===== src/rtl/mc16_pkg.sv =====
`timescale 1ns/1ps
package mc16_pkg;

  typedef enum logic [3:0] {
    PH_FADDR  = 4'd0,
    PH_FWAIT  = 4'd1,
    PH_FLOAD  = 4'd2,
    PH_FIR    = 4'd3,
    PH_DECODE = 4'd4,
    PH_EVAL   = 4'd5,
    PH_MWAIT  = 4'd6,
    PH_OPND   = 4'd7,
    PH_EXEC   = 4'd8,
    PH_STORE  = 4'd9
  } phase_e;

  typedef enum logic [1:0] {
    ALU_ADD = 2'd0,
    ALU_AND = 2'd1,
    ALU_NOT = 2'd2
  } alu_op_e;

  localparam logic [3:0] OPC_BR   = 4'h0;
  localparam logic [3:0] OPC_ADD  = 4'h1;
  localparam logic [3:0] OPC_AND  = 4'h5;
  localparam logic [3:0] OPC_LDR  = 4'h6;
  localparam logic [3:0] OPC_NOT  = 4'h9;
  localparam logic [3:0] OPC_JMPR = 4'hC;

  localparam logic [2:0] CC_RESET = 3'b010;

  function automatic logic [2:0] flags_of(input logic neg, input logic zero);
    if (neg)       return 3'b100;
    else if (zero) return 3'b010;
    else           return 3'b001;
  endfunction

endpackage


===== src/rtl/mc16_alu.sv =====
`timescale 1ns/1ps
module mc16_alu
  import mc16_pkg::*;
#(
  parameter int W = 16
) (
  input  logic [W-1:0] a,
  input  logic [W-1:0] b,
  input  alu_op_e      op,
  output logic [W-1:0] y
);

  always_comb begin
    unique case (op)
      ALU_AND: y = a & b;
      ALU_NOT: y = ~a;
      default: y = a + b;
    endcase
  end

endmodule


===== src/rtl/mc16_regfile.sv =====
`timescale 1ns/1ps
module mc16_regfile #(
  parameter int W = 16,
  parameter int N = 8,
  localparam int AW = $clog2(N)
) (
  input  logic          clk,
  input  logic          rst_n,
  input  logic          we,
  input  logic [AW-1:0] waddr,
  input  logic [W-1:0]  wdata,
  input  logic [AW-1:0] raddr_a,
  input  logic [AW-1:0] raddr_b,
  input  logic [AW-1:0] raddr_c,
  output logic [W-1:0]  rdata_a,
  output logic [W-1:0]  rdata_b,
  output logic [W-1:0]  rdata_c
);

  logic [W-1:0] regs [N];

  for (genvar g = 0; g < N; g++) begin : g_reg
    logic wr_en;
    always_comb wr_en = we && (waddr == AW'(g));
    always_ff @(posedge clk or negedge rst_n) begin
      if (!rst_n)     regs[g] <= '0;
      else if (wr_en) regs[g] <= wdata;
    end
  end

  assign rdata_a = regs[raddr_a];
  assign rdata_b = regs[raddr_b];
  assign rdata_c = regs[raddr_c];

endmodule


===== src/rtl/mc16_ctrl.sv =====
`timescale 1ns/1ps
module mc16_ctrl
  import mc16_pkg::*;
#(
  parameter int OPC_W = 4
) (
  input  logic             clk,
  input  logic             rst_n,
  input  logic [OPC_W-1:0] opcode,
  output phase_e           phase,
  output logic             is_add,
  output logic             is_and,
  output logic             is_not,
  output logic             is_ldr,
  output logic             is_jmpr,
  output logic             is_br
);

  localparam int NOPS = 1 << OPC_W;
  localparam logic [NOPS-1:0] KNOWN =
      (NOPS'(1) << OPC_BR)  | (NOPS'(1) << OPC_ADD) | (NOPS'(1) << OPC_AND) |
      (NOPS'(1) << OPC_LDR) | (NOPS'(1) << OPC_NOT) | (NOPS'(1) << OPC_JMPR);

  logic [NOPS-1:0] hot;
  logic            known;
  phase_e          state_q, state_d;

  for (genvar g = 0; g < NOPS; g++) begin : g_dec
    assign hot[g] = (opcode == OPC_W'(g));
  end

  assign known   = |(hot & KNOWN);
  assign is_add  = hot[OPC_ADD];
  assign is_and  = hot[OPC_AND];
  assign is_not  = hot[OPC_NOT];
  assign is_ldr  = hot[OPC_LDR];
  assign is_jmpr = hot[OPC_JMPR];
  assign is_br   = hot[OPC_BR];

  always_comb begin
    state_d = state_q;
    unique case (state_q)
      PH_FADDR:  state_d = PH_FWAIT;
      PH_FWAIT:  state_d = PH_FLOAD;
      PH_FLOAD:  state_d = PH_FIR;
      PH_FIR:    state_d = PH_DECODE;
      PH_DECODE: begin
        if (!known)      state_d = PH_FADDR;
        else if (is_ldr) state_d = PH_EVAL;
        else if (is_br)  state_d = PH_EXEC;
        else             state_d = PH_OPND;
      end
      PH_EVAL:   state_d = PH_MWAIT;
      PH_MWAIT:  state_d = PH_OPND;
      PH_OPND:   state_d = is_ldr ? PH_STORE : PH_EXEC;
      PH_EXEC:   state_d = (is_jmpr || is_br) ? PH_FADDR : PH_STORE;
      PH_STORE:  state_d = PH_FADDR;
      default:   state_d = PH_FADDR;
    endcase
  end

  always_ff @(posedge clk or negedge rst_n) begin
    if (!rst_n) state_q <= PH_FADDR;
    else        state_q <= state_d;
  end

  assign phase = state_q;

endmodule


===== src/rtl/mc16_rst_sync.sv =====
`timescale 1ns/1ps
module mc16_rst_sync #(
  parameter int STAGES = 2
) (
  input  logic clk,
  input  logic rst_n_in,
  output logic rst_n_out
);

  logic [STAGES-1:0] sh;

  always_ff @(posedge clk or negedge rst_n_in) begin
    if (!rst_n_in) sh <= '0;
    else           sh <= {sh[STAGES-2:0], 1'b1};
  end

  assign rst_n_out = sh[STAGES-1];

endmodule


===== src/rtl/mc16_core.sv =====
`timescale 1ns/1ps
module mc16_core
  import mc16_pkg::*;
#(
  parameter int                WORD_W     = 16,
  parameter int                NUM_REGS   = 8,
  parameter logic [WORD_W-1:0] START_ADDR = 'h3000,
  localparam int               RSEL_W     = $clog2(NUM_REGS)
) (
  input  logic              clk,
  input  logic              rst_n,
  output logic [WORD_W-1:0] mem_addr,
  output logic [WORD_W-1:0] mem_wdata,
  output logic              mem_we,
  input  logic [WORD_W-1:0] mem_rdata,
  input  logic [RSEL_W-1:0] peek_sel,
  output logic [WORD_W-1:0] peek_reg,
  output logic [WORD_W-1:0] peek_pc,
  output logic [2:0]        peek_cc,
  output logic [3:0]        phase
);

  localparam int OPC_W   = 4;
  localparam int OFF_W   = 6;
  localparam int IMM_W   = 5;
  localparam int BRF_W   = 9;
  localparam int DR_LSB  = 9;
  localparam int SR1_LSB = 6;
  localparam int SR2_LSB = 0;

  logic rst_core_n;

  mc16_rst_sync #(.STAGES(2)) u_rst (
    .clk       (clk),
    .rst_n_in  (rst_n),
    .rst_n_out (rst_core_n)
  );

  // architectural and staging registers
  logic [WORD_W-1:0] pc_q,  pc_d;   logic pc_en;
  logic [WORD_W-1:0] mar_q, mar_d;  logic mar_en;
  logic [WORD_W-1:0] mdr_q, mdr_d;  logic mdr_en;
  logic [WORD_W-1:0] ir_q,  ir_d;   logic ir_en;
  logic [WORD_W-1:0] opa_q, opa_d;  logic opa_en;
  logic [WORD_W-1:0] opb_q, opb_d;  logic opb_en;
  logic [WORD_W-1:0] res_q, res_d;  logic res_en;
  logic [2:0]        cc_q,  cc_d;   logic cc_en;

  phase_e ph;
  logic   is_add, is_and, is_not, is_ldr, is_jmpr, is_br;

  mc16_ctrl #(.OPC_W(OPC_W)) u_ctrl (
    .clk     (clk),
    .rst_n   (rst_core_n),
    .opcode  (ir_q[WORD_W-1 -: OPC_W]),
    .phase   (ph),
    .is_add  (is_add),
    .is_and  (is_and),
    .is_not  (is_not),
    .is_ldr  (is_ldr),
    .is_jmpr (is_jmpr),
    .is_br   (is_br)
  );

  // instruction fields
  logic [RSEL_W-1:0] f_dr, f_sr1, f_sr2;
  logic              f_immsel;
  logic [WORD_W-1:0] f_imm, f_off;
  logic [2:0]        f_mask;

  assign f_dr     = ir_q[DR_LSB  +: RSEL_W];
  assign f_sr1    = ir_q[SR1_LSB +: RSEL_W];
  assign f_sr2    = ir_q[SR2_LSB +: RSEL_W];
  assign f_mask   = ir_q[DR_LSB +: 3];
  assign f_immsel = ir_q[IMM_W];
  assign f_imm    = {{(WORD_W-IMM_W){ir_q[IMM_W-1]}}, ir_q[IMM_W-1:0]};
  assign f_off    = {{(WORD_W-OFF_W){1'b0}}, ir_q[OFF_W-1:0]};

  // register file
  logic [WORD_W-1:0] rf_a, rf_b, rf_w;
  logic              rf_we;

  assign rf_we = (ph == PH_STORE);
  assign rf_w  = is_ldr ? mdr_q : res_q;

  mc16_regfile #(.W(WORD_W), .N(NUM_REGS)) u_rf (
    .clk     (clk),
    .rst_n   (rst_core_n),
    .we      (rf_we),
    .waddr   (f_dr),
    .wdata   (rf_w),
    .raddr_a (f_sr1),
    .raddr_b (f_sr2),
    .raddr_c (peek_sel),
    .rdata_a (rf_a),
    .rdata_b (rf_b),
    .rdata_c (peek_reg)
  );

  // ALU
  alu_op_e           alu_op;
  logic [WORD_W-1:0] alu_y;

  always_comb begin
    if (is_and)      alu_op = ALU_AND;
    else if (is_not) alu_op = ALU_NOT;
    else             alu_op = ALU_ADD;
  end

  mc16_alu #(.W(WORD_W)) u_alu (
    .a  (opa_q),
    .b  (opb_q),
    .op (alu_op),
    .y  (alu_y)
  );

  // next-state logic
  logic br_taken;
  assign br_taken = |(f_mask & cc_q);

  always_comb begin
    pc_en = 1'b0;
    pc_d  = pc_q;
    if (ph == PH_FIR) begin
      pc_en = 1'b1;
      pc_d  = pc_q + 1'b1;
    end else if (ph == PH_EXEC && is_jmpr) begin
      pc_en = 1'b1;
      pc_d  = opa_q + f_off;
    end else if (ph == PH_EXEC && is_br && br_taken) begin
      pc_en = 1'b1;
      pc_d  = {pc_q[WORD_W-1:BRF_W], ir_q[BRF_W-1:0]};
    end
  end

  always_comb begin
    mar_en = 1'b0;
    mar_d  = mar_q;
    if (ph == PH_FADDR) begin
      mar_en = 1'b1;
      mar_d  = pc_q;
    end else if (ph == PH_EVAL) begin
      mar_en = 1'b1;
      mar_d  = rf_a + f_off;
    end
  end

  always_comb begin
    mdr_en = (ph == PH_FLOAD) || (ph == PH_OPND && is_ldr);
    mdr_d  = mem_rdata;
    ir_en  = (ph == PH_FIR);
    ir_d   = mdr_q;
    opa_en = (ph == PH_OPND) && !is_ldr;
    opa_d  = rf_a;
    opb_en = (ph == PH_OPND) && !is_ldr;
    opb_d  = f_immsel ? f_imm : rf_b;
    res_en = (ph == PH_EXEC);
    res_d  = alu_y;
    cc_en  = (ph == PH_STORE);
    cc_d   = flags_of(rf_w[WORD_W-1], rf_w == '0);
  end

  // registers
  always_ff @(posedge clk or negedge rst_core_n) begin
    if (!rst_core_n)  pc_q <= START_ADDR;
    else if (pc_en)   pc_q <= pc_d;
  end

  always_ff @(posedge clk or negedge rst_core_n) begin
    if (!rst_core_n)  mar_q <= '0;
    else if (mar_en)  mar_q <= mar_d;
  end

  always_ff @(posedge clk or negedge rst_core_n) begin
    if (!rst_core_n)  mdr_q <= '0;
    else if (mdr_en)  mdr_q <= mdr_d;
  end

  always_ff @(posedge clk or negedge rst_core_n) begin
    if (!rst_core_n)  ir_q <= '0;
    else if (ir_en)   ir_q <= ir_d;
  end

  always_ff @(posedge clk or negedge rst_core_n) begin
    if (!rst_core_n)  opa_q <= '0;
    else if (opa_en)  opa_q <= opa_d;
  end

  always_ff @(posedge clk or negedge rst_core_n) begin
    if (!rst_core_n)  opb_q <= '0;
    else if (opb_en)  opb_q <= opb_d;
  end

  always_ff @(posedge clk or negedge rst_core_n) begin
    if (!rst_core_n)  res_q <= '0;
    else if (res_en)  res_q <= res_d;
  end

  always_ff @(posedge clk or negedge rst_core_n) begin
    if (!rst_core_n)  cc_q <= CC_RESET;
    else if (cc_en)   cc_q <= cc_d;
  end

  // outputs
  assign mem_addr  = mar_q;
  assign mem_wdata = mdr_q;
  assign mem_we    = 1'b0;
  assign peek_pc   = pc_q;
  assign peek_cc   = cc_q;
  assign phase     = ph;

endmodule


===== config.mk =====
export PLATFORM = sky130hd
export DESIGN_NAME = mc16_core
export DESIGN_NICKNAME = d
export VERILOG_FILES = /design/src/rtl/mc16_pkg.sv /design/src/rtl/mc16_alu.sv /design/src/rtl/mc16_regfile.sv /design/src/rtl/mc16_ctrl.sv /design/src/rtl/mc16_rst_sync.sv /design/src/rtl/mc16_core.sv
export SDC_FILE = /design/constraint.sdc
export NUM_CORES = 1
export LEC_CHECK = 0
export BUFFER_PORTS_ARGS = -buffer_cell sky130_fd_sc_hd__buf_2
export CORE_MARGIN = 2
export CORE_UTILIZATION = 40
export DETAILED_ROUTE_END_ITERATION = 8
export PLACE_DENSITY_LB_ADDON = 0.2
export SETUP_SLACK_MARGIN = 0.4
export SYNTH_ARGS = -nofsm -noshare
export SYNTH_HDL_FRONTEND = slang
export SYNTH_SLANG_ARGS = --single-unit

===== constraint.sdc =====
create_clock -name clk -period 15.7 [get_ports clk]
set_clock_uncertainty 0.15 [all_clocks]
set_input_delay 0.785 -clock clk [delete_from_list [all_inputs] [get_ports clk]]
set_output_delay 0.785 -clock clk [all_outputs]
set_load 0.02 [all_outputs]

After elaboration in Yosys (flattened, before gate mapping)
Cells that the tools add are included.
{ "op_classes": {"add_sub_neg": 4, "order_cmp": 3, "eq_ne": 23, "n_mux": 32, "bitwise_logic": 6, "reduce_logical": 28} }
{ "op_table": {"columns": ["cell", "n"], "rows": [
  ["16-bit 2-to-1 mux", 12],
  ["16-bit binary-select mux with 3-bit select", 3],
  ["4-bit case mux with 9 select lines", 1],
  ["16-bit by 6-bit adder with 16-bit output", 2],
  ["16-bit case mux with 2 select lines", 1],
  ["4-bit by 3-bit == test with 1-bit output, second input constant", 6],
  ["16-bit by 1-bit adder with 16-bit output, second input constant", 1],
  ["16-bit adder", 1],
  ["16-bit bitwise AND", 1],
  ["4-bit == test, second input constant", 4],
  ["16-bit logical NOT", 1],
  ["4-bit 2-to-1 mux", 4],
  ["16-bit inverter", 1],
  ["1-bit logical AND", 13],
  ["3-bit == test, second input constant", 4],
  ["4-bit >= comparator, second input constant", 3],
  ["3-bit inverter with 4-bit output", 3],
  ["9-bit 2-to-1 mux", 1],
  ["4-bit by 1-bit == test with 1-bit output, second input constant", 2],
  ["4-bit by 2-bit == test with 1-bit output, second input constant", 2],
  ["4-bit logical NOT", 2],
  ["3-bit by 2-bit == test with 1-bit output, second input constant", 2],
  ["1-bit 2-to-1 mux", 6],
  ["2-bit 2-to-1 mux", 3],
  ["other kinds (13)", 17]
]} }
{ "word_totals": {"reg_bits": 249, "input_bits": 21} }

Logic depth before layout (Yosys ltp)
Gate-level depths: netlist of run 1.
{ "logic_depth": {"ltp_word": 7, "ltp_mapped": 15, "depth_no_buf": 11} }

Modules after synthesis
A second synthesis of run 1 with hierarchy kept.
{ "hier_totals": {"hier_cells": 1281, "hier_area_um2": 15919.0} }
{ "modules_own_cells": {"columns": ["module", "n_inst", "cells_per_inst", "area_per_inst_um2", "seq_area_each_um2"], "rows": [
  ["mc16_regfile", 1, 450, 8071.5, 3203.1],
  ["mc16_core", 1, 597, 6192.2, 2881.5],
  ["mc16_alu", 1, 192, 1257.5, 0.0],
  ["mc16_ctrl", 1, 39, 344.1, 100.1],
  ["mc16_rst_sync", 1, 3, 53.8, 50.0]
]} }

Worst setup path before layout of run 1
No wires, ideal clock.
{ "synth_path": {"kind": "reg2reg", "from": "reg ir_q[6]", "to": "reg mar_q[7] (netlist: mem_addr[7])", "setup_ns": 0.083, "arrival_ns": 3.250, "path_slack_ns": 12.218, "path_stages_with_launch": 13, "path_buffers": 2, "path_cell_list": "dfrtp_1 clkbuf_1 clkbuf_1 mux4_2 mux2i_1 inv_1 ha_1 a211oi_1 o21ai_0 and2_1 nor2b_1 xor2_1 o21ai_0"} }
{ "synth_between": {"elab_chain_cells": 7} }
{ "synth_lines": {"columns": ["item", "line", "text"], "rows": [
  ["start: declaration", "mc16_core.sv:43", "logic [WORD_W-1:0] ir_q, ir_d; logic ir_en;"],
  ["start signal: assignment", "mc16_core.sv:181", "else if (ir_en) ir_q <= ir_d;"],
  ["3-bit inverter with 4-bit output (not written as such)", "mc16_regfile.sv:31", "assign rdata_a = regs[raddr_a];"],
  ["16-bit binary-select mux with 3-bit select", "mc16_regfile.sv:31", null],
  ["16-bit 2-to-1 mux (not written as such) (2 in a row)", "mc16_regfile.sv:31", null],
  ["net opa_d[1]", "mc16_core.sv:44", "logic [WORD_W-1:0] opa_q, opa_d; logic opa_en;"],
  ["16-bit by 6-bit adder with 16-bit output", "mc16_core.sv:144", "mar_d = rf_a + f_off;"],
  ["16-bit 2-to-1 mux", "mc16_core.sv:142", "end else if (ph == PH_EVAL) begin"],
  ["16-bit 2-to-1 mux", "mc16_core.sv:139", "if (ph == PH_FADDR) begin"],
  ["end signal: assignment", "mc16_core.sv:171", "else if (mar_en) mar_q <= mar_d;"],
  ["end: declaration", "mc16_core.sv:41", "logic [WORD_W-1:0] mar_q, mar_d; logic mar_en;"]
]} }
The timed path passes the listed nets, and every way through them passes these cells. The select of a mux whose other input is x is not followed.
A chain may end at the register's enable or synchronous reset.

Worst setup path after layout of run 1
{ "layout_path": {"from": "reg ir_q[7]", "to": "reg mar_q[14] (netlist: mem_addr[14])"} }
The elaborated chain is that of the path after synthesis.

==> results of run 1 <==
## metal layers
metal	up-vias	track usage, %	share of wire [%]
li1	5272	-	-
met1	5705	34.5	46
met2	362	36.7	46
met3	61	3.80	5.8
met4	2	5.46	2.3
met5	-	0	0.016
## stage by stage
stage | hold WS [ps] | cell area, um^2
final | 199 | 16400
after global routing | 228 | 16400
after CTS | 203 | 16400
after detailed placement | 190 | 15400
after global placement | 186 | 15400
after floorplan | 181 | 14600
## area by class of cell
type / instances / area (um^2)
fill: 3387 / 19300
multi-input combinational: 1042 / 7900
sequential: 249 / 6240
clock buffer: 43 / 850
timing repair buffer: 117 / 666
tap: 461 / 577
clock inverter: 13 / 134
inverter: 18 / 67.6
## state kept, by name, indices dropped and copies added (netlist names), 3 cells and up
| name | cells |
|---|---|
| u_ctrl.phase | 4 |
| opa_q | 16 |
| res_q | 16 |
| opb_q | 16 |
| ir_q | 16 |
| mem_addr | 16 |
| peek_cc | 3 |
| u_rf.regs | 128 |
| mem_wdata | 16 |
| peek_pc | 16 |
## cell families (layout without fill, tap and decap cells)
family | count (synthesis) | in the layout
XOR/XNOR | 31 | 31
AO/OA/AOI/OAI | 352 | 352
other | 2 | 2
adder cells (fa/ha/maj) | 32 | 32
AND/OR/NAND/NOR | 447 | 447
multiplexers | 178 | 178
buffers and inverters | 113 | 191
flip-flops | 249 | 249
## placed cells by master, fill, tap and decap left out, types with 16 or more instances in the layout
cell type    n
a21oi_1    101
a22oi_1     16
buf_2       91
buf_4       24
clkbuf_16   30
dfrtp_1    242
ha_1        29
inv_1       18
mux2_2      53
mux2i_1     29
mux4_2      96
nand2_1    197
nand3_1     30
nor2_1     121
nor3_1      17
o21ai_0    154
xnor2_1     23
## power by group through the flow
stage | registers [W] | clock network [W] | logic (W)
3_5_place_dp | 0.00126 | 0 | 0.00183
4_1_cts | 0.00125 | 0.000702 | 0.00184
5_1_grt | 0.00130 | 0.000730 | 0.00202
2_1_floorplan | 0.00115 | 0 | 0.00135
3_3_place_gp | 0.00126 | 0 | 0.00180
6_report | 0.00126 | 0.000686 | 0.00185
## path summary, 6_finish.rpt
kind,cells after the start,from,endpoint
max in group asynchronous,1,u_rst.sh[1],mem_addr[7]
min reg2reg,0,u_rst.sh[0],u_rst.sh[1]
max,11,ir_q[7],mem_addr[14]
min,0,u_rst.sh[0],u_rst.sh[1]
max reg2reg,11,ir_q[7],mem_addr[14]
min in group asynchronous,0,u_rst.sh[1],mem_wdata[11]
## repair_timing
item,CTS,global route
endpoints found under the setup margin,0,0
hold buffers,1,0
hold endpoints to repair,2,0
==> flow_summary.yaml, run 1 <==
worst_setup_path:
  critical_path_class: "reg -> reg"
  crit_required_ps: 16030
  start_kind: "register"
  cp_cell_sequence: "mux4_2 -> mux2_2 -> ha_1 -> inv_1 -> fa_1 -> nor2b_1 -> o31ai_1 -> a21oi_1 -> nand4b_1 -> xor2_1 -> o21ai_0"
  critPathArrivalTime_ps: 4180
  end_kind: "register"
  cp_top_family: "flip-flops"
  r2r_slack_ps: 11850
  crit_path_top_delay_cell: "dfrtp_2"
  path_buf_inv: 1
  path_max_fanout: 34
  max_stage_delay_ps: 1100
detailed_routing:
  wl_per_cell_um: 22.9
  drtPass1Iterations: 5
  drt_drc_violations_left: 0
  postRouteAntennaNets: 0
  vias: 11400
  routed_wl_mm: 44.4
  drt_iter0_drc: 910
  vias_per_cell: 5.87
timing:
  fin_setup_tns_ps: 0
  worst_slack_ps: 11850
  tightest_slew_ps: 1280
  rsz0062_at_grt: "no"
  relSlewSlack_pct: 12.1
  hold_viol: 0
  max_freq_mhz: 260
  setup_violations: 0
  finalCriticalPeriod_ps: 3850
  min_period_over_period_pct: 24.5
  slew_violations: 0
grt:
  grt_max_degree: 174
  antenna_found_initial: 1
  first_global_vias: 10900
  track_usage_pct: 23.6
  globalRoute.totalOverflow: 0
  grt_pass1_wl_mm: 68.8
synth:
  synth_area_um2: 14600
  yosysUniqueCellTypes: 69
  synth-adder-area-share_pct: 2.90
  ys_ff_latch: 249
  syn-num-nets: 1457
  syn_avg_cell_area_um2: 10.4
  synth_most_common_cell: "dfrtp_1"
  synth_area_leaders: "dfrtp_1 42%, mux4_2 15%, o21ai_0 5.3%"
  synth_top_cell_area_share_pct: 42.2
  synth_xor_area_share_pct: 1.86
  synthCells: 1404
  synth-simple-area-share_pct: 14.0
  synthMuxAreaShare_pct: 20.9
  synth-compound-area-share_pct: 14.2
  synthFlopType: "dfrtp_1"
  synthArstFlopShare_pct: 100
  synth_common_cells: "246 x dfrtp_1, 197 x nand2_1, 154 x o21ai_0"
  ys_seq_area_share_pct: 42.8
  synth_top_family_by_area: "multiplexers"
  synth-edff-count: 0
  ys_warn_count: 0
  synth_top_cell_by_area: "dfrtp_1"
clocking:
  cts_tree: "built"
  cts_post_setup_buffers_inserted: 0
  cts_root_buffer: "clkbuf_16"
  clk_path_buf_depth: 3
  numCtsBuffers: 30
  clk_latency_ps: 580
  cts.reportedPaths.clkPinSlew_ps: 60
  post_cts_resized: 0
  htree_levels: 1
  cts_sinks: 249
power:
  pwr-share-clk_pct: 18.1
  leakage_nw: 6.49
  vdd_ir_drop_max_mv: 0.107
  p_sw_w: 0.00171
  power_density_nw_per_um2: 230
  p_comb_share_pct: 48.7
  swShare_pct: 45.0
  finalPower_w: 0.00379
  intPower_w: 0.00208
  pwr-share-seq_pct: 33.2
outcome:
  outcome: "finished clean"
place:
  dp_hpwl_mm: 30.2
  dpl.cell_count: 1886
  numPortBuffers: 91
  routabilityCongestion: 0.918
  place_ws_ps: 11870
die:
  fp.dieW_um: 195
  die_height_um: 195
  io_pins: 93
  coreArea_um2: 35700
  start_util_pct: 40.8
  rows: 69
  die_area_um2: 38000
cells_and_area:
  antenna_cells: 0
  final_nets: 1511
  final_cells: 1943
  syn_to_final_growth_pct: 12.7
  final_core_util_pct: 46.0
  drive_above_1_share_pct: 23.0
flow_run:
  max-cap-violations: 0
hold_path:
  hp-class: "reg -> reg"
(Power assumes the default switching activity.)
==> run 2: changes to the inputs <==
Settings changed: ABC_AREA from default to 1.
Clock period 15.7 ns to 3.6 ns, I/O delays scaled along.
==> flow_summary.yaml, run 2 <==
outcome:
  outcome: "finished clean"
worst_setup_path:
  r2r-start: "ir_q[6]"
  reg2reg_depth: 17
  critPathArrivalTime_ps: 3320
  r2r_slack_ps: 610
  r2r_end: "mem_addr[14]"
  crit_required_ps: 3930
  path_max_fanout: 13
  end_kind: "register"
  critical_path_class: "reg -> reg"
  start_kind: "register"
  worstSetupStartpoint: "ir_q[6]"
detailed_routing:
  wl_per_cell_um: 20.0
  vias_per_cell: 5.55
  vias: 15300
  drtPass1Iterations: 6
  drt_iter0_drc: 1529
  postRouteAntennaNets: 0
  routed_wl_mm: 55.0
  drt_drc_violations_left: 0
synth:
  synth_top_cell_by_area: "dfrtp_1"
  yosysUniqueCellTypes: 55
  synthMuxAreaShare_pct: 0.740
  ys_seq_area_share_pct: 41.0
  synth_xor_area_share_pct: 0.288
  synth_top_family_by_area: "compound AO/OA/AOI/OAI gates"
  synth-compound-area-share_pct: 24.4
  syn_avg_cell_area_um2: 7.13
  synth_top_cell_area_share_pct: 40.5
  synth-edff-count: 0
  syn-num-nets: 2186
  synth_area_leaders: "dfrtp_1 40%, nand2_1 14%, o21ai_0 13%"
  synth-adder-area-share_pct: 2.78
  synthFlopType: "dfrtp_1"
  synth_most_common_cell: "nand2_1"
  synth_area_um2: 15200
  synth-simple-area-share_pct: 21.8
  ys_ff_latch: 249
  ys_warn_count: 0
  synthArstFlopShare_pct: 100
  synth_common_cells: "549 x nand2_1, 381 x o21ai_0, 246 x dfrtp_1"
  synthCells: 2133
clocking:
  cts_tree: "built"
  htree_levels: 1
  cts.reportedPaths.clkPinSlew_ps: 60
  numCtsBuffers: 30
  clk_latency_ps: 590
  cts_root_buffer: "clkbuf_16"
  clk_path_buf_depth: 3
  cts_sinks: 249
cells_and_area:
  fillers: 3799
  syn_to_final_growth_pct: 16.4
  antenna_cells: 0
  multi_input_area_um2: 7680
  final_common_cell: "nand2_1"
  top_register: "u_rf.regs"
  largest_reg_flops: 128
  drive_above_1_share_pct: 11.7
  final_nets: 2271
  regArea_um2: 6240
  layout_common_cells: "547 x nand2_1, 379 x o21ai_0, 240 x dfrtp_1, 201 x inv_1, 148 x a21oi_1"
grt:
  antenna_found_initial: 1
  first_global_vias: 14300
  track_usage_pct: 28.1
  globalRoute.totalOverflow: 0
  grt_pass1_wl_mm: 85.1
  grt_max_degree: 67
timing:
  max_freq_mhz: 335
  holdWs_ps: 192
  finalCriticalPeriod_ps: 2990
  min_period_over_period_pct: 83.0
  relSlewSlack_pct: 25.3
  hold_viol: 0
  tightest_slew_ps: 1120
  fin_setup_tns_ps: 0
  rsz0062_at_grt: "yes"
  slew_violations: 0
  setup_violations: 0
  worst_slack_ps: 612
die:
  die_height_um: 199
  die_area_um2: 39600
  fp.dieW_um: 199
  io_pins: 93
  start_util_pct: 40.5
  rows: 71
  coreArea_um2: 37600
place:
  routabilityCongestion: 0.893
  numPortBuffers: 91
  place_ws_ps: 214
  dp_hpwl_mm: 38.7
hold_path:
  hold_depth: 4
  min_from: "mem_rdata[15]"
  min_to: "mem_wdata[15]"
  hp-class: "in -> reg"
power:
  power_density_nw_per_um2: 1020
  finalPower_w: 0.0180
  vdd_ir_drop_max_mv: 0.434
  leakage_nw: 8.79
flow_run:
  max-cap-violations: 0
[run 2: cell count changes after synthesis, moves of 26 or more]
cell / change
a21oi_1: +47
o21ai_0: +227
nand3_1: +68
nand2_1: +352
mux2i_1: -29
o21ai_1: +46
mux2_2: -51
mux4_2: -96
inv_1: +186
o211ai_1: +26
[run 2: repair_timing]
action | in CTS | in global routing
setup endpoints to repair | 8 | 8
hold buffers | 18 | 0
gates cloned | 0 | 1
hold endpoints to repair | 18 | 0
setup buffers | 1 | 7
pin swaps | 0 | 4
gates resized for setup | 7 | 20
[run 2: layout make-up]
| cell class | instances | area share [%] |
|---|---|---|
| Timing Repair Buffer | 172 | 6.80 |
| Multi-Input combinational cell | 1548 | 43.4 |
| Inverter | 217 | 4.69 |
| Tap cell | 511 | 3.61 |
| Clock inverter | 15 | 1.36 |
| Sequential cell | 249 | 35.3 |
| Clock buffer | 39 | 4.84 |
[run 2: kinds of logic (layout without fill, tap and decap cells)]
kind of cell,count (synthesis),after routing
buf+inv,336,443
simple gates,809,809
mux,10,10
compound gates,690,690
fa+ha+maj,32,32
other cells,2,2
xor+xnor,5,5
flops,249,249
[run 2: layer usage]
metal | vias up | GRT usage (%) | wire length (um)
met2 | 590 | 43.9 | 24500
li1 | 7313 | - | -
met3 | 98 | 3.53 | 4010
met1 | 7252 | 40.1 | 24600
met4 | 2 | 9.76 | 1820
met5 | - | 0 | 16
[run 2: where the power goes]
group          internal (W)  switching [W]  leakage [nW]
Clock               0.00209        0.00127         0.531
Combinational       0.00310        0.00619          5.61
Sequential          0.00400        0.00137          2.64
[run 2: through the flow]
step,utilization (%),area [um^2],std cells
finish,47.1,17700,2751
global placement,43.2,16200,2670
floorplan,-,15200,2133
global route,47.1,17700,2751
detailed placement,43.2,16200,2670
CTS,46.7,17500,2743
[run 2: how the worst max path moves through the flow]
stage | cells past startpoint | end | slack, ps
detailed placement | 16 | mem_addr[14] | 210
global route | 16 | mem_addr[10] | 390
finish | 17 | mem_addr[14] | 610
floorplan | 18 | mem_addr[14] | 630
CTS | 16 | mem_addr[14] | 460
global placement | 16 | mem_addr[14] | 270
[run 2: critical path, stage by stage, from the launching register on]
cell and delay, ps:
dfrtp_2 440, clkinvlp_4 200, buf_12 190, a21oi_1 110
o21ai_1 80, nand2_1 60, nand2_1 40, o21ai_1 150
inv_1 100, fa_1 450, inv_1 90, nand2_1 50
o211ai_1 210, nand3_2 170, nor2_2 150, nand3_1 80
nand3_1 90, nand2_1 50
